==> config.mk <==
export PLATFORM = sky130hd
export DESIGN_NAME = sdram_hazard_sched
export DESIGN_NICKNAME = d
export VERILOG_FILES = /design/src/rtl/sdsch_pkg.sv /design/src/rtl/sdsch_bank_table.sv /design/src/rtl/sdsch_dbus.sv /design/src/rtl/sdram_hazard_sched.sv
export SDC_FILE = /design/constraint.sdc
export NUM_CORES = 1
export LEC_CHECK = 0
export BUFFER_PORTS_ARGS = -buffer_cell sky130_fd_sc_hd__buf_2
export CAP_MARGIN = 20
export CORE_UTILIZATION = 40
export DETAILED_ROUTE_END_ITERATION = 12
export GPL_TIMING_DRIVEN = 0
export PLACE_DENSITY = 0.63
export SLEW_MARGIN = 20
export SYNTH_ARGS = -nofsm -noshare
export SYNTH_HDL_FRONTEND = slang
export SYNTH_SLANG_ARGS = --single-unit
==> constraint.sdc <==
create_clock -name clk -period 10.1 [get_ports clk]
set_input_delay 0.505 -clock clk [delete_from_list [all_inputs] [get_ports clk]]
set_output_delay 0.505 -clock clk [all_outputs]
set_load 0.005 [all_outputs]
==> src/rtl/sdsch_pkg.sv <==
package sdsch_pkg;

    typedef enum logic [1:0] {
        OP_NOP = 2'd0,
        OP_ACT = 2'd1,
        OP_RD  = 2'd2,
        OP_WR  = 2'd3
    } cmd_op_e;

    typedef enum logic [2:0] {
        S_IDLE = 3'd0,
        S_ROW  = 3'd1,
        S_ACT2 = 3'd2,
        S_COL  = 3'd3,
        S_COL2 = 3'd4
    } sched_state_e;

endpackage

==> src/rtl/sdsch_bank_table.sv <==
module sdsch_bank_table #(
    parameter int NENT    = 8,
    parameter int IDX_W   = 3,
    parameter int ROW_W   = 13,
    parameter int ROW_GAP = 7
) (
    input  logic             clk,
    input  logic             rst_n,
    input  logic             act_fire,
    input  logic             col_fire,
    input  logic [IDX_W-1:0] sel,
    input  logic [ROW_W-1:0] row_in,
    output logic             hit,
    output logic             tmr_zero
);
    localparam int TW = $clog2(ROW_GAP + 1);
    localparam logic [TW-1:0] RELOAD = TW'(ROW_GAP - 1);

    logic             open_v   [NENT];
    logic [ROW_W-1:0] open_row [NENT];
    logic [TW-1:0]    tmr      [NENT];

    for (genvar g = 0; g < NENT; g++) begin : g_ent
        always_ff @(posedge clk) begin
            if (!rst_n) begin
                open_v[g]   <= 1'b0;
                open_row[g] <= '0;
                tmr[g]      <= '0;
            end else begin
                if (act_fire && (int'(sel) == g)) begin
                    open_v[g]   <= 1'b1;
                    open_row[g] <= row_in;
                end
                if ((act_fire || col_fire) && (int'(sel) == g)) begin
                    tmr[g] <= RELOAD;
                end else if (tmr[g] != '0) begin
                    tmr[g] <= tmr[g] - 1'b1;
                end
            end
        end
    end

    always_comb begin
        hit      = open_v[sel] && (open_row[sel] == row_in);
        tmr_zero = (tmr[sel] == '0);
    end

    AST_NO_HIT_ACT: assert property (@(posedge clk) disable iff (!rst_n)
        act_fire |-> !(open_v[sel] && (open_row[sel] == row_in)));

    AST_ROW_SPACING: assert property (@(posedge clk) disable iff (!rst_n)
        act_fire |-> (tmr[sel] == '0));

endmodule

==> src/rtl/sdsch_dbus.sv <==
module sdsch_dbus #(
    parameter int RK_W   = 1,
    parameter int RD_OFS = 3,
    parameter int WR_OFS = 1,
    parameter int BURST  = 4
) (
    input  logic            clk,
    input  logic            rst_n,
    input  logic            issue,
    input  logic            is_wr,
    input  logic [RK_W-1:0] rank,
    output logic            gap_ok,
    output logic            dq_active,
    output logic            dq_write,
    output logic [RK_W-1:0] dq_rank
);
    localparam int MAXOFS = (RD_OFS > WR_OFS) ? RD_OFS : WR_OFS;
    localparam int W      = MAXOFS + BURST - 1;
    localparam int FW     = $clog2(W + 1);

    logic            busy     [W];
    logic            sched_wr [W];
    logic [RK_W-1:0] sched_rk [W];
    logic [W-1:0]    busy_vec;
    logic [W-1:0]    new_mask;
    logic [FW-1:0]   free_in;
    logic            last_wr;
    logic [RK_W-1:0] last_rk;
    logic            need_gap;
    int              ofs;

    always_comb begin
        ofs      = is_wr ? WR_OFS : RD_OFS;
        need_gap = (last_wr != is_wr) || (!is_wr && (last_rk != rank));
        gap_ok   = ofs >= (int'(free_in) + int'(need_gap));
        for (int j = 0; j < W; j++) begin
            new_mask[j] = (j >= ofs - 1) && (j < ofs - 1 + BURST);
            busy_vec[j] = busy[j];
        end
    end

    for (genvar j = 0; j < W; j++) begin : g_slot
        always_ff @(posedge clk) begin
            if (!rst_n) begin
                busy[j]     <= 1'b0;
                sched_wr[j] <= 1'b0;
                sched_rk[j] <= '0;
            end else if (issue && new_mask[j]) begin
                busy[j]     <= 1'b1;
                sched_wr[j] <= is_wr;
                sched_rk[j] <= rank;
            end else if (j < W - 1) begin
                busy[j]     <= busy[(j < W - 1) ? j + 1 : j];
                sched_wr[j] <= sched_wr[(j < W - 1) ? j + 1 : j];
                sched_rk[j] <= sched_rk[(j < W - 1) ? j + 1 : j];
            end else begin
                busy[j]     <= 1'b0;
                sched_wr[j] <= 1'b0;
                sched_rk[j] <= '0;
            end
        end
    end

    always_ff @(posedge clk) begin
        if (!rst_n) begin
            free_in <= '0;
            last_wr <= 1'b0;
            last_rk <= '0;
        end else if (issue) begin
            free_in <= FW'(ofs + BURST - 1);
            last_wr <= is_wr;
            last_rk <= rank;
        end else if (free_in != '0) begin
            free_in <= free_in - 1'b1;
        end
    end

    always_comb begin
        dq_active = busy[0];
        dq_write  = sched_wr[0];
        dq_rank   = sched_rk[0];
    end

    AST_NO_OVERLAP: assert property (@(posedge clk) disable iff (!rst_n)
        issue |-> (((busy_vec >> 1) & new_mask) == '0));

    AST_TURN_BUBBLE: assert property (@(posedge clk) disable iff (!rst_n)
        (dq_active && $past(dq_active)) |-> (dq_write == $past(dq_write)));

    AST_RANK_BUBBLE: assert property (@(posedge clk) disable iff (!rst_n)
        (dq_active && $past(dq_active) && !dq_write) |-> (dq_rank == $past(dq_rank)));

endmodule

==> src/rtl/sdram_hazard_sched.sv <==
module sdram_hazard_sched
    import sdsch_pkg::*;
#(
    parameter int NUM_RANKS = 2,
    parameter int NUM_BANKS = 4,
    parameter int ROW_W     = 13,
    parameter int COL_W     = 10,
    parameter int ROW_GAP   = 7,
    parameter int RD_OFS    = 3,
    parameter int WR_OFS    = 1,
    parameter int BURST_LEN = 4,
    localparam int RK_W     = (NUM_RANKS > 1) ? $clog2(NUM_RANKS) : 1,
    localparam int BK_W     = (NUM_BANKS > 1) ? $clog2(NUM_BANKS) : 1,
    localparam int ADDR_W   = (ROW_W > COL_W) ? ROW_W : COL_W
) (
    input  logic              clk,
    input  logic              rst_n,
    input  logic              req_valid,
    output logic              req_ready,
    input  logic              req_write,
    input  logic [RK_W-1:0]   req_rank,
    input  logic [BK_W-1:0]   req_bank,
    input  logic [ROW_W-1:0]  req_row,
    input  logic [COL_W-1:0]  req_col,
    output logic [1:0]        cmd_op,
    output logic              cmd_first,
    output logic [RK_W-1:0]   cmd_rank,
    output logic [BK_W-1:0]   cmd_bank,
    output logic [ADDR_W-1:0] cmd_addr,
    output logic              dq_active,
    output logic              dq_write,
    output logic [RK_W-1:0]   dq_rank
);
    localparam int NENT  = NUM_RANKS * NUM_BANKS;
    localparam int IDX_W = (NENT > 1) ? $clog2(NENT) : 1;

    sched_state_e state, state_nx;

    logic             r_write;
    logic [RK_W-1:0]  r_rank;
    logic [BK_W-1:0]  r_bank;
    logic [ROW_W-1:0] r_row;
    logic [COL_W-1:0] r_col;
    logic [IDX_W-1:0] sel;
    logic             take;
    logic             row_hit;
    logic             tmr_zero;
    logic             gap_ok;
    logic             act_go;
    logic             col_go;
    cmd_op_e          op_c;

    always_comb begin
        sel    = IDX_W'(int'(r_rank) * NUM_BANKS + int'(r_bank));
        take   = req_valid && req_ready;
        act_go = (state == S_ROW) && !row_hit && tmr_zero;
        col_go = (state == S_COL) && gap_ok;
    end

    // request capture
    always_ff @(posedge clk) begin
        if (!rst_n) begin
            r_write <= 1'b0;
            r_rank  <= '0;
            r_bank  <= '0;
            r_row   <= '0;
            r_col   <= '0;
        end else if (take) begin
            r_write <= req_write;
            r_rank  <= req_rank;
            r_bank  <= req_bank;
            r_row   <= req_row;
            r_col   <= req_col;
        end
    end

    // state register
    always_ff @(posedge clk) begin
        if (!rst_n) state <= S_IDLE;
        else        state <= state_nx;
    end

    // next-state logic
    always_comb begin
        state_nx = state;
        unique case (state)
            S_IDLE: if (take) state_nx = S_ROW;
            S_ROW: begin
                if (row_hit)       state_nx = S_COL;
                else if (tmr_zero) state_nx = S_ACT2;
            end
            S_ACT2: state_nx = S_COL;
            S_COL:  if (gap_ok) state_nx = S_COL2;
            S_COL2: state_nx = take ? S_ROW : S_IDLE;
            default: state_nx = S_IDLE;
        endcase
    end

    // outputs
    always_comb begin
        op_c      = OP_NOP;
        cmd_first = 1'b0;
        cmd_addr  = '0;
        req_ready = 1'b0;
        unique case (state)
            S_IDLE: req_ready = 1'b1;
            S_ROW: begin
                if (act_go) begin
                    op_c      = OP_ACT;
                    cmd_first = 1'b1;
                    cmd_addr  = ADDR_W'(r_row);
                end
            end
            S_ACT2: begin
                op_c     = OP_ACT;
                cmd_addr = ADDR_W'(r_row);
            end
            S_COL: begin
                if (col_go) begin
                    op_c      = r_write ? OP_WR : OP_RD;
                    cmd_first = 1'b1;
                    cmd_addr  = ADDR_W'(r_col);
                end
            end
            S_COL2: begin
                op_c      = r_write ? OP_WR : OP_RD;
                cmd_addr  = ADDR_W'(r_col);
                req_ready = 1'b1;
            end
            default: ;
        endcase
        cmd_op   = op_c;
        cmd_rank = r_rank;
        cmd_bank = r_bank;
    end

    sdsch_bank_table #(
        .NENT    (NENT),
        .IDX_W   (IDX_W),
        .ROW_W   (ROW_W),
        .ROW_GAP (ROW_GAP)
    ) u_banks (
        .clk      (clk),
        .rst_n    (rst_n),
        .act_fire (act_go),
        .col_fire (col_go),
        .sel      (sel),
        .row_in   (r_row),
        .hit      (row_hit),
        .tmr_zero (tmr_zero)
    );

    sdsch_dbus #(
        .RK_W   (RK_W),
        .RD_OFS (RD_OFS),
        .WR_OFS (WR_OFS),
        .BURST  (BURST_LEN)
    ) u_dbus (
        .clk       (clk),
        .rst_n     (rst_n),
        .issue     (col_go),
        .is_wr     (r_write),
        .rank      (r_rank),
        .gap_ok    (gap_ok),
        .dq_active (dq_active),
        .dq_write  (dq_write),
        .dq_rank   (dq_rank)
    );

    AST_ADDR_HOLD: assert property (@(posedge clk) disable iff (!rst_n)
        cmd_first |=> (!cmd_first && cmd_op == $past(cmd_op) && cmd_addr == $past(cmd_addr)));

    AST_ONE_AT_A_TIME: assert property (@(posedge clk) disable iff (!rst_n)
        (req_valid && req_ready) |=> !req_ready);

    AST_FIRST_HAS_OP: assert property (@(posedge clk) disable iff (!rst_n)
        cmd_first |-> (cmd_op != 2'd0));

endmodule

# [Yosys cells after proc, flatten, opt, wreduce, memory -nomap -nowiden]
# Memory sizes are Yosys's and may differ from the RTL's.
# Cells that the tools add are included.
[word_totals] in_bits=30 mem_count=6 ram_bits=154 ff_bits=35 wordCells=386
[op_classes] magnitude_cmp=13 n_bitwise=68 n_mux=205 n_reduce_logical=53 addsub=15 n_eq_ne=17
[mem_list] name="u_banks.open_row" words=8 word_bits=13 read_ports=1 rd_clocked_by_memory_dff=0 write_ports=8 line="sdsch_bank_table.sv:20" text="logic [ROW_W-1:0] open_row [NENT];"
[mem_list] name="u_banks.tmr" words=8 word_bits=3 read_ports=9 rd_clocked_by_memory_dff=0 write_ports=8 line="sdsch_bank_table.sv:21" text="logic [TW-1:0] tmr [NENT];"
[mem_list] name="u_banks.open_v" words=8 word_bits=1 read_ports=1 rd_clocked_by_memory_dff=0 write_ports=8 line="sdsch_bank_table.sv:19" text="logic open_v [NENT];"
[mem_list] name="u_dbus.busy" words=6 word_bits=1 read_ports=6 rd_clocked_by_memory_dff=0 write_ports=6 line="sdsch_dbus.sv:21" text="logic busy [W];"
[mem_list] name="u_dbus.sched_rk" words=6 word_bits=1 read_ports=6 rd_clocked_by_memory_dff=0 write_ports=6 line="sdsch_dbus.sv:23" text="logic [RK_W-1:0] sched_rk [W];"
[mem_list] name="u_dbus.sched_wr" words=6 word_bits=1 read_ports=6 rd_clocked_by_memory_dff=0 write_ports=6 line="sdsch_dbus.sv:22" text="logic sched_wr [W];"
[ops] op="two-way mux 1 bit" n=167
[ops] op="two-way mux 13 bit" n=9
[ops] op="bitwise OR 1 bit" n=68
[ops] op="two-way mux 3 bit" n=22
[ops] op="greater-or-equal comparator 3 x 32 -> 1 bit (first input constant)" n=2
[ops] op="greater-or-equal comparator 4 x 32 -> 1 bit (first input constant)" n=2
[ops] op="< comparator 3 x 32 -> 1 bit (first input constant)" n=2
[ops] op="< comparator 4 x 32 -> 1 bit (first input constant)" n=2
[ops] op="one-hot mux 13 bit (4 select lines)" n=1
[ops] op="logical AND 1 bit" n=34
[ops] op="adder 32 x 4 -> 32 bit (second input constant)" n=1
[ops] op="greater-or-equal comparator 1 x 32 -> 1 bit (first input constant)" n=1
[ops] op="greater-or-equal comparator 2 x 32 -> 1 bit (first input constant)" n=1
[ops] op="greater-or-equal comparator 32 bit" n=1
[ops] op="< comparator 1 x 32 -> 1 bit (first input constant)" n=1
[ops] op="< comparator 2 x 32 -> 1 bit (first input constant)" n=1
[ops] op="subtractor 32 x 2 -> 32 bit (second input constant)" n=1
[ops] op="nonzero test 3 bit" n=9
[ops] op="subtractor 3 x 1 -> 3 bit (second input constant)" n=9
[ops] op="== test 3 bit (second input constant)" n=5
[ops] op="one-hot mux 3 bit (5 select lines)" n=1
[ops] op="== test 13 bit" n=1
[ops] op="== test 3 x 2 -> 1 bit (second input constant)" n=4
[ops] op="two-way mux 10 bit" n=1
[ops] op="other kinds (17)" n=25

# [Longest topological paths before layout]
# Gate-level depths: netlist of run 1.
# An unclocked memory read counts as a cell.
[logic_depth] ltp_word=14 depth_mapped=17

# [Modules after synthesis]
# A second synthesis of run 1 with hierarchy kept.
[hier_totals] hier_cells=767 hier_area_um2=9247.6
[modules_own_cells] mod="sdsch_bank_table" cells_each=520 area_each_um2=6811.5 instances=1 seq_area_each_um2=4073.9
[modules_own_cells] mod="sdram_hazard_sched" cells_each=161 area_each_um2=1380.1 instances=1 seq_area_each_um2=600.6
[modules_own_cells] mod="sdsch_dbus" cells_each=86 area_each_um2=1056.0 instances=1 seq_area_each_um2=610.6

# [Worst setup path before layout of run 1]
# No wires, ideal clock.
[synth_timing] path_type="register to register" startpoint="register r_rank, in the netlist cmd_rank" endpoint="memory u_banks.tmr[1][0] (netlist bit) (enable)" required_ns=9.723 arrival_ns=3.489 path_stages_with_launch=17 path_buffers=4 slack_ns=6.234 period_less_slack_ns=3.866 cell_sequence="dfxtp_1 -> buf_2 -> buf_1 -> buf_1 -> xor2_1 -> nor3_1 -> a21oi_1 -> ha_1 -> ha_1 -> ha_1 -> nand2_1 -> nand2_1 -> and3_1 -> and2_1 -> clkbuf_1 -> a21oi_4 -> o311ai_0"
[synth_rtl] item="from (decl)" line="sdram_hazard_sched.sv:40" text="logic [RK_W-1:0] r_rank;"
[synth_rtl] item="from (signal assigned)" line="sdram_hazard_sched.sv:70" text="r_rank <= req_rank;"
[synth_rtl] item="to (decl)" line="sdsch_bank_table.sv:21"

# [Worst setup path in the final report of run 1]
[layout_timing] startpoint="register r_rank, in the netlist cmd_rank" endpoint="output cmd_addr[4]"
[layout_via] elab_chain_cells=9 word_cells_on_any_way=19 classes_between="add/sub (2); order compare (1); eq/ne (2); mux (3); reduce/logical (8); memory (3)"
[layout_rtl] item="branches (longest 8 deep; another with greater-or-equal comparator 32 bit)"
[layout_rtl] item="one-hot mux 13 bit (4 select lines) (*)" line="sdram_hazard_sched.sv:105" text="unique case (state)"
[layout_rtl] item="to (decl)" line="sdram_hazard_sched.sv:29" text="output logic [ADDR_W-1:0] cmd_addr,"
# Every way passes the cells marked *.

==> results of run 1 <==
==> state kept, by name, summed over array words and instances, names as in the netlist <==
register,count
u_dbus.last_rk,1
cmd_rank,1
u_dbus.free_in,3
u_dbus.last_wr,1
r_col,10
u_banks.open_v,8
state,3
u_banks.tmr,24
cmd_bank,2
r_row,13
u_banks.open_row,104
u_dbus.busy,6
u_dbus.sched_rk,6
u_dbus.sched_wr,6
r_write,1
==> worst max path at each step <==
stage,to,cells after the start,slack (ps)
2_1_floorplan,u_banks.tmr[1][0],16,6230
3_3_place_gp,u_banks.open_row[5][2],11,4830
3_5_place_dp,cmd_addr[4],18,5250
4_1_cts,cmd_addr[4],18,4740
5_1_grt,cmd_addr[4],18,4370
6_report,cmd_addr[4],18,4700
==> cells by family after synthesis <==
kind of cell / after synthesis
AOI/OAI and AO/OA: 149
xor gates and xnor gates: 13
adders and majority gates: 21
buffers and inverters: 106
DFF: 189
muxes: 41
other: 2
and+or+nand+nor: 362
==> power groups by stage <==
stage / sequential [W] / clock, W / combinational (W)
6_report: 0.00103 / 0.000689 / 0.000903
5_1_grt: 0.00105 / 0.000719 / 0.000995
4_1_cts: 0.00103 / 0.000690 / 0.000894
3_5_place_dp: 0.00105 / 0 / 0.000889
3_3_place_gp: 0.00105 / 0 / 0.000860
2_1_floorplan: 0.00103 / 0 / 0.000614
==> per-stage QoR <==
step / setup WS [ps] / total power [W] / utilization / hold slack (ps) / instance area [um^2]
6_report: 4698 / 0.002627 / 0.4727 / 283.1 / 10770
5_1_grt: 4371 / 0.002760 / 0.4727 / 297.8 / 10770
4_1_cts: 4744 / 0.002617 / 0.4727 / 277.6 / 10770
3_5_place_dp: 5249 / 0.001939 / 0.4465 / 446.7 / 10170
3_3_place_gp: 4827 / 0.001908 / 0.4408 / 443.6 / 10040
2_1_floorplan: 6234 / 0.001641 / - / 420.4 / 9389
==> critical path, delay by kind of cell (launching register included) <==
family	cells	cell delay, ps
compound gates	2	200
xor+xnor	1	130
flops	1	470
buf+inv	5	1770
simple gates	7	1050
fa+ha+maj	3	810
==> layer usage <==
layer,GRT usage,part of all wire,vias up
li1,-,-,3414
met1,0.2998,0.42,3515
met2,0.3695,0.47,366
met3,0.05071,0.081,58
met4,0.1018,0.033,0
met5,0,0,-
==> cell usage in the layout, fill, tap and decap left out, types with 17 or more instances in the layout <==
cell type and n:
a21oi_1 46, buf_2 67, clkbuf_1 39, clkbuf_16 17
dfxtp_1 39, edfxtp_1 150, ha_1 21, inv_1 30
mux2_2 18, nand2_1 119, nor2_1 65, nor3_1 119
==> area by class of cell <==
cell class / count / area [um^2] / share of cell area
timing repair buffer: 56 / 309.0 / 0.02870
tap: 313 / 391.6 / 0.03637
inverter: 32 / 120.1 / 0.01116
buffer: 74 / 367.9 / 0.03416
multi-input combinational: 602 / 3696 / 0.3432
clock buffer: 17 / 425.4 / 0.03951
clock inverter: 15 / 172.7 / 0.01604
sequential: 189 / 5285 / 0.4908
==> flow_summary.json, run 1 <==
{
  "status": "finished, final reports clean",
  "regToRegSetupSlack_ps": 5280,
  "maxSlewViolCount": 0,
  "detail_route.wl_per_cell_um": 20.21,
  "numCtsBuffers": 17,
  "synth.most_common_cell": "edfxtp_1",
  "worst_slew_pin_slew_ps": 1006,
  "core_um2": 22780,
  "post-cts-setup-buffers": 0,
  "vias": 7353,
  "muxShareOfSynthArea": 0.05575,
  "crit_top_cell": "nand2_1",
  "fin_skew_ps": 14.29,
  "synth_top_area_frac": 0.4824,
  "drtPass1Iterations": 7,
  "vdd_drop_max_mv": 0.1415,
  "drt-initial-drc-count": 729,
  "fp.dieW_um": 154.8,
  "viasPerCell": 5.665,
  "hold_depth": 3,
  "initial_core_util": 0.4099,
  "hp-start": "req_col[5]",
  "ys_seq_area_frac": 0.5661,
  "synth_top_family_by_area": "simple AND/OR/NAND/NOR gates",
  "critPathSlowestCell": "buf_1",
  "timing.setup.tns_ps": 0,
  "io_buffers": 52,
  "hpwl_um": 18720,
  "startpoint_type": "flip-flop",
  "synth_flop_cell": "edfxtp_1",
  "power.internal_w": 0.001630,
  "diodes": 0,
  "hold_buffers": 0,
  "crit_path_max_fanout": 10,
  "endpoint_kind": "output port",
  "arrival_ps": 4900,
  "ctsResizeCount": 0,
  "place_inst": 1266,
  "synth.cell_area_um2": 9336,
  "fmax_ghz": 0.1851,
  "synthSimpleGateAreaFrac": 0.1774,
  "synthArstFlopShare": 0,
  "antenna_found_initial": 0,
  "rr_worst_depth": 16,
  "synth-xor-area-share": 0.01220,
  "area_growth_pct": 15.33,
  "dieArea_um2": 23960,
  "drive_gt1_frac": 0.1574,
  "ios": 53,
  "p_sw_w": 0.0009962,
  "drt-total-wl_um": 26240,
  "ys_top_cells_by_area": "edfxtp_1 48%, dfxtp_1 8.4%, nor3_1 6.4%",
  "worstPathCellList": "buf_2 -> buf_1 -> buf_1 -> xor2_1 -> nor3_1 -> a21oi_1 -> ha_1 -> ha_1 -> ha_1 -> nand2_1 -> nand2_1 -> and3_1 -> nand2_1 -> nand2_1 -> clkbuf_1 -> a22oi_1 -> nand2_1 -> buf_2",
  "die_h_um": 154.8,
  "syn_area_per_cell_um2": 10.57,
  "cts_root_buffer": "clkbuf_16",
  "grt_pass1_vias": 7343,
  "rr_startpoint": "cmd_rank",
  "yosys-top-cells-count": "150 x edfxtp_1, 119 x nand2_1, 119 x nor3_1",
  "cts_tree": "yes",
  "synthAdderAreaFrac": 0.02814,
  "grt_usage": 0.2305,
  "critPathKind": "reg2out",
  "grt_max_degree": 20,
  "hp-class": "in2reg",
  "clock-sinks": 189,
  "relSlewSlack": 0.3291,
  "gr-total-overflow": 0,
  "synth_top_cell_by_area": "edfxtp_1",
  "insertion_delay_ps": 450,
  "power.density_nw_per_um2": 243.9,
  "max_cap_viol_count": 0,
  "reg2reg_to": "u_banks.tmr[1][2]",
  "ys_seq_elements": 189,
  "clkPwrFrac": 0.262,
  "antenna_left": 0,
  "drc_errors": 0,
  "yosys_warnings": 0,
  "rsz0062_at_grt": "false",
  "synth_edf_count": 150,
  "setup_viol_count_final": 0,
  "synth-compound-area-share": 0.1073,
  "combPwrFrac": 0.344,
  "synth_cells": 883,
  "clock_path_buffers": 2,
  "n_fill_cell": 2138,
  "clk_pin_slew_ps": 80,
  "ctsHtreeMaxLevel": 4,
  "critPathRequiredTime_ps": 9600,
  "finalHoldViolCount": 0,
  "row_count": 55,
  "critPathMaxStageDelay_ps": 510,
  "min_to": "r_col[5]",
  "gp_congestion": 0.8924,
  "fin_crit_ps": 5402,
  "ys_types": 58,
  "crit_start": "cmd_rank",
  "final_nets": 1023,
  "grt_first_pass_wirelength_um": 41410,
  "stdcell_count": 1298,
  "p_leak_nw": 3.831,
  "seqPwrFrac": 0.394,
  "fin_crit_sh": 0.5348,
  "switching_share": 0.3793
}
(Power assumes the default switching activity.)
==> run 2, diff against run 1 <==
--- a/config.mk
+++ b/config.mk
@@ -10,7 +10,7 @@
 export CORE_UTILIZATION = 40
 export DETAILED_ROUTE_END_ITERATION = 12
 export GPL_TIMING_DRIVEN = 0
-export PLACE_DENSITY = 0.63
+export PLACE_DENSITY = 0.65
 export SLEW_MARGIN = 20
 export SYNTH_ARGS = -nofsm -noshare
 export SYNTH_HDL_FRONTEND = slang
==> constraint.sdc (replaced) <==
create_clock -name clk -period 4.4 [get_ports clk]
set_input_delay 0.22 -clock clk [delete_from_list [all_inputs] [get_ports clk]]
set_output_delay 0.22 -clock clk [all_outputs]
set_load 0.005 [all_outputs]
==> flow_summary.json, run 2 (same netlist as run 1, synthesis figures left out) <==
{
  "clkPwrFrac": 0.260,
  "detail_route.wl_per_cell_um": 20.27,
  "drt-total-wl_um": 26330,
  "hp-start": "req_row[2]",
  "die_h_um": 154.8,
  "regToRegSetupSlack_ps": 350,
  "hpwl_um": 18710,
  "fp.dieW_um": 154.8,
  "drtPass1Iterations": 6,
  "stdcell_count": 1299,
  "seqPwrFrac": 0.394,
  "hp-class": "in2reg",
  "fin_crit_sh": 0.9576,
  "fmax_ghz": 0.2373,
  "place_inst": 1269,
  "relSlewSlack": 0.3489,
  "finalHoldViolCount": 0,
  "gr-total-overflow": 0,
  "startpoint_type": "flip-flop",
  "largest_reg_flops": 104,
  "critPathKind": "reg2out",
  "reg2reg_to": "u_banks.tmr[4][1]",
  "arrival_ps": 3990,
  "regArea_um2": 5286,
  "combPwrFrac": 0.347,
  "viasPerCell": 5.698,
  "wl_met2_um": 12520,
  "wl_met1_um": 11020,
  "p_leak_nw": 3.868,
  "grt_max_degree": 20,
  "grt_pass1_vias": 7157,
  "row_count": 55,
  "endpoint_kind": "output port",
  "mostFrequentLayoutCells": "150 x edfxtp_1, 119 x nor3_1, 118 x nand2_1",
  "final_nets": 1024,
  "vdd_drop_max_mv": 0.3125,
  "max_cap_viol_count": 0,
  "core_um2": 22780,
  "largestRegisters": "u_banks.open_row: 104 flops, u_banks.tmr: 24 flops, r_row: 13 flops",
  "p_sw_w": 0.002243,
  "hold_depth": 3,
  "io_buffers": 52,
  "rsz0062_at_grt": "false",
  "grt_first_pass_wirelength_um": 40970,
  "clk_pin_slew_ps": 70,
  "rr_startpoint": "cmd_rank",
  "drt-initial-drc-count": 753,
  "routed.top_layer": "met4",
  "grt_usage": 0.2298,
  "fin_skew_ps": 10.24,
  "area_growth_pct": 15.84,
  "switching_share": 0.3717,
  "worst_slew_pin_slew_ps": 976.6,
  "dieArea_um2": 23960,
  "ios": 53,
  "initial_core_util": 0.4099,
  "maxSlewViolCount": 0,
  "cts_tree": "yes",
  "drc_errors": 0,
  "n_fill_cell": 2125,
  "antenna_found_initial": 0,
  "largest-register": "u_banks.open_row",
  "vias": 7402,
  "drive_gt1_frac": 0.1643,
  "placed_cell_area_um2": 10200,
  "gp_congestion": 0.8976,
  "critPathRequiredTime_ps": 4180,
  "numCtsBuffers": 17,
  "diodes": 0,
  "post-cts-setup-buffers": 0,
  "layout_commonest_cell": "edfxtp_1",
  "power.internal_w": 0.003792,
  "total_power_w": 0.006035,
  "min_to": "r_row[2]",
  "crit_path_max_fanout": 10,
  "wl_met3_um": 2405,
  "utilization": 0.4748,
  "rr_worst_depth": 15,
  "power.density_nw_per_um2": 558.0,
  "fin_crit_ps": 4214,
  "clock-sinks": 189,
  "cts_root_buffer": "clkbuf_16",
  "multi_input_area_um2": 3699,
  "insertion_delay_ps": 450,
  "clock_path_buffers": 2,
  "setup_viol_count_final": 0,
  "status": "finished, final reports clean",
  "ctsHtreeMaxLevel": 4,
  "antenna_left": 0,
  "final_area_um2": 10820
}
## run 2: power by group through the flow
stage / clock, W / sequential, W / combinational, W
CTS: 0.00156 / 0.00237 / 0.00207
global route: 0.00165 / 0.00240 / 0.00228
detailed placement: 0 / 0.00241 / 0.00204
floorplan: 0 / 0.00236 / 0.00141
finish: 0.00157 / 0.00238 / 0.00209
global placement: 0 / 0.00241 / 0.00198
## run 2: area by class of cell
cell class / instances / share of cell area
Sequential cell: 189 / 0.4888
Timing Repair Buffer: 59 / 0.03170
Clock buffer: 22 / 0.04778
Tap cell: 313 / 0.03621
Inverter: 32 / 0.01111
Multi-Input combinational cell: 602 / 0.3420
Buffer: 72 / 0.03413
Clock inverter: 10 / 0.008329
## run 2: repair_timing
action / CTS / global route
resized for setup: 3 / 6
hold buffers: 0 / 0
setup endpoints to repair: 49 / 34
## run 2: metrics by stage
stage	hold slack [ps]	setup slack, ps	TNS [ps]
floorplan	356.0	534.0	0
global placement	444.7	-914.9	-94160
detailed placement	446.4	-456.5	-10170
CTS	2.692	62.19	0
global route	3.956	4.465	0
finish	0.7093	186.5	0
## run 2: how the worst max path moves through the flow
stage | slack, ps | to | cells past startpoint | from
global route | 4 | cmd_addr[9] | 17 | cmd_rank
detailed placement | -460 | u_banks.tmr[4][1] | 17 | cmd_rank
CTS | 60 | cmd_addr[11] | 11 | cmd_bank[1]
finish | 190 | cmd_op[0] | 14 | cmd_bank[0]
floorplan | 530 | u_banks.tmr[1][0] | 16 | cmd_rank
global placement | -910 | u_banks.open_row[3][3] | 10 | cmd_bank[1]
## run 2: worst max-delay path, stage by stage (launching register included)
cell      delay, ps
dfxtp_1         340
buf_4           210
buf_2           290
buf_4           290
nand3b_1        290
nor2_1           80
a211oi_1        290
xnor2_1         180
nand4_1         190
o41a_2          600
nand2_4         170
buf_6           200
buf_6           180
nand3_1          90
buf_2           140
## run 2: routing by layer
metal  GRT usage  vias to the layer above
li1            -                     3402
met1      0.3012                     3594
met2      0.3747                      369
met3     0.06136                       37
met4     0.06365                        0
met5           0                        -
==> run 3, diff against run 2 <==
--- a/config.mk
+++ b/config.mk
@@ -10,6 +10,7 @@
 export CORE_UTILIZATION = 40
 export DETAILED_ROUTE_END_ITERATION = 12
 export GPL_TIMING_DRIVEN = 0
+export MAX_ROUTING_LAYER = met4
 export PLACE_DENSITY = 0.65
 export SLEW_MARGIN = 20
 export SYNTH_ARGS = -nofsm -noshare
==> flow_summary.json, run 3 (same netlist as run 1, synthesis figures left out) <==
{
  "drc_errors": 0,
  "critPathSlowestCell": "o41a_2",
  "total_power_w": 0.006036,
  "drt-total-wl_um": 26360,
  "antenna_left": 0,
  "critPathBufInv": 6,
  "largest_reg_flops": 104,
  "grt_usage": 0.2370,
  "power.internal_w": 0.003792,
  "clock_path_buffers": 2,
  "clk_pin_slew_ps": 70,
  "cts_tree": "yes",
  "multi_input_area_um2": 3699,
  "worstPathCellList": "buf_4 -> buf_2 -> buf_4 -> nand3b_1 -> nor2_1 -> a211oi_1 -> xnor2_1 -> nand4_1 -> o41a_2 -> nand2_4 -> buf_6 -> buf_6 -> nand3_1 -> buf_2",
  "seqPwrFrac": 0.394,
  "hold_buffers": 0,
  "fin_crit_ps": 4210,
  "n_fill_cell": 2125,
  "wl_met1_um": 10950,
  "arrival_ps": 3990,
  "critPathRequiredTime_ps": 4180,
  "detail_route.wl_per_cell_um": 20.29,
  "insertion_delay_ps": 450,
  "core_um2": 22780,
  "timing.setup.tns_ps": 0,
  "maxSlewViolCount": 0,
  "dieArea_um2": 23960,
  "max_cap_viol_count": 0,
  "hp-class": "in2reg",
  "area_growth_pct": 15.84,
  "ctsResizeCount": 3,
  "drive_gt1_frac": 0.1643,
  "p_sw_w": 0.002244,
  "antenna_found_initial": 0,
  "io_buffers": 52,
  "rr_startpoint": "cmd_rank",
  "mostFrequentLayoutCells": "150 x edfxtp_1, 119 x nor3_1, 118 x nand2_1",
  "vias": 7341,
  "cts_root_buffer": "clkbuf_16",
  "critPathMaxStageDelay_ps": 600,
  "crit_family": "buffers and inverters",
  "ctsHtreeMaxLevel": 4,
  "fp.dieW_um": 154.8,
  "utilization": 0.4748,
  "final_nets": 1024,
  "critPathKind": "reg2out",
  "initial_core_util": 0.4099,
  "worst_slew_pin_slew_ps": 989.0,
  "largestRegisters": "u_banks.open_row: 104 flops, u_banks.tmr: 24 flops, r_row: 13 flops",
  "power.density_nw_per_um2": 558.1,
  "wl_met3_um": 2450,
  "gp_congestion": 0.9129,
  "numCtsBuffers": 17,
  "largest-register": "u_banks.open_row",
  "rsz0062_at_grt": "false",
  "grt_pass1_vias": 7137,
  "clkPwrFrac": 0.260,
  "crit_start": "cmd_bank[0]",
  "switching_share": 0.3717,
  "row_count": 55,
  "crit_path_max_fanout": 10,
  "grt_first_pass_wirelength_um": 41020,
  "hp-start": "req_row[2]",
  "ios": 53,
  "fmax_ghz": 0.2375,
  "setup_viol_count_final": 0,
  "hpwl_um": 18710,
  "wl_met2_um": 12530,
  "viasPerCell": 5.651,
  "fin_skew_ps": 12.29,
  "gr-total-overflow": 0,
  "diodes": 0,
  "drtPass1Iterations": 5,
  "startpoint_type": "flip-flop",
  "clock-sinks": 189,
  "layout_commonest_cell": "edfxtp_1",
  "die_h_um": 154.8,
  "combPwrFrac": 0.346,
  "vdd_drop_max_mv": 0.3138,
  "grt_max_degree": 20,
  "finalHoldViolCount": 0,
  "p_leak_nw": 3.868,
  "routed.top_layer": "met4",
  "relSlewSlack": 0.3407,
  "endpoint_kind": "output port",
  "drt-initial-drc-count": 840,
  "post-cts-setup-buffers": 0,
  "fin_crit_sh": 0.9568,
  "regArea_um2": 5286,
  "status": "finished, final reports clean"
}
[run 3: power groups by stage]
| stage | Combinational, W | Sequential [W] | Clock, W |
|---|---|---|---|
| after global placement | 0.00198 | 0.00241 | 0 |
| after floorplan | 0.00141 | 0.00236 | 0 |
| after CTS | 0.00207 | 0.00237 | 0.00156 |
| after detailed placement | 0.00204 | 0.00241 | 0 |
| final | 0.00209 | 0.00238 | 0.00157 |
| after global routing | 0.00229 | 0.00240 | 0.00164 |
[run 3: tightest hold or removal path, cell delays in order]
cell	delay (ps)
buf_2	90
nand2_1	40
a21oi_1	50
[run 3: per-stage QoR]
stage / setup WS (ps) / std cells / hold slack, ps / area, um^2
2_1_floorplan: 534.0 / 897 / 356.0 / 9389
3_3_place_gp: -914.9 / 1262 / 444.7 / 10040
3_5_place_dp: -456.5 / 1269 / 446.4 / 10200
4_1_cts: 62.19 / 1300 / 2.692 / 10810
5_1_grt: 4.559 / 1299 / 4.758 / 10820
6_report: 189.9 / 1299 / 3.139 / 10820
[run 3: path summary, 6_finish.rpt]
path,to,slack [ps],depth (start not counted)
worst min-delay path,r_row[2],3,3
worst max-delay path,cmd_op[0],190,14
worst min register to register,r_col[8],460,2
worst max register to register,u_banks.tmr[4][1],350,15
[run 3: layout make-up]
type | count | area share
sequential | 189 | 0.4888
clock inverter | 10 | 0.008329
buffer | 72 | 0.03413
multi-input combinational | 602 | 0.3420
inverter | 32 | 0.01111
clock buffer | 22 | 0.04778
timing repair buffer | 59 | 0.03170
tap | 313 | 0.03621
[run 3: routing by layer]
| layer | track usage | vias up |
|---|---|---|
| li1 | - | 3408 |
| met4 | 0.06082 | 0 |
| met2 | 0.3732 | 351 |
| met3 | 0.05940 | 36 |
| met5 | - | - |
| met1 | 0.3054 | 3546 |
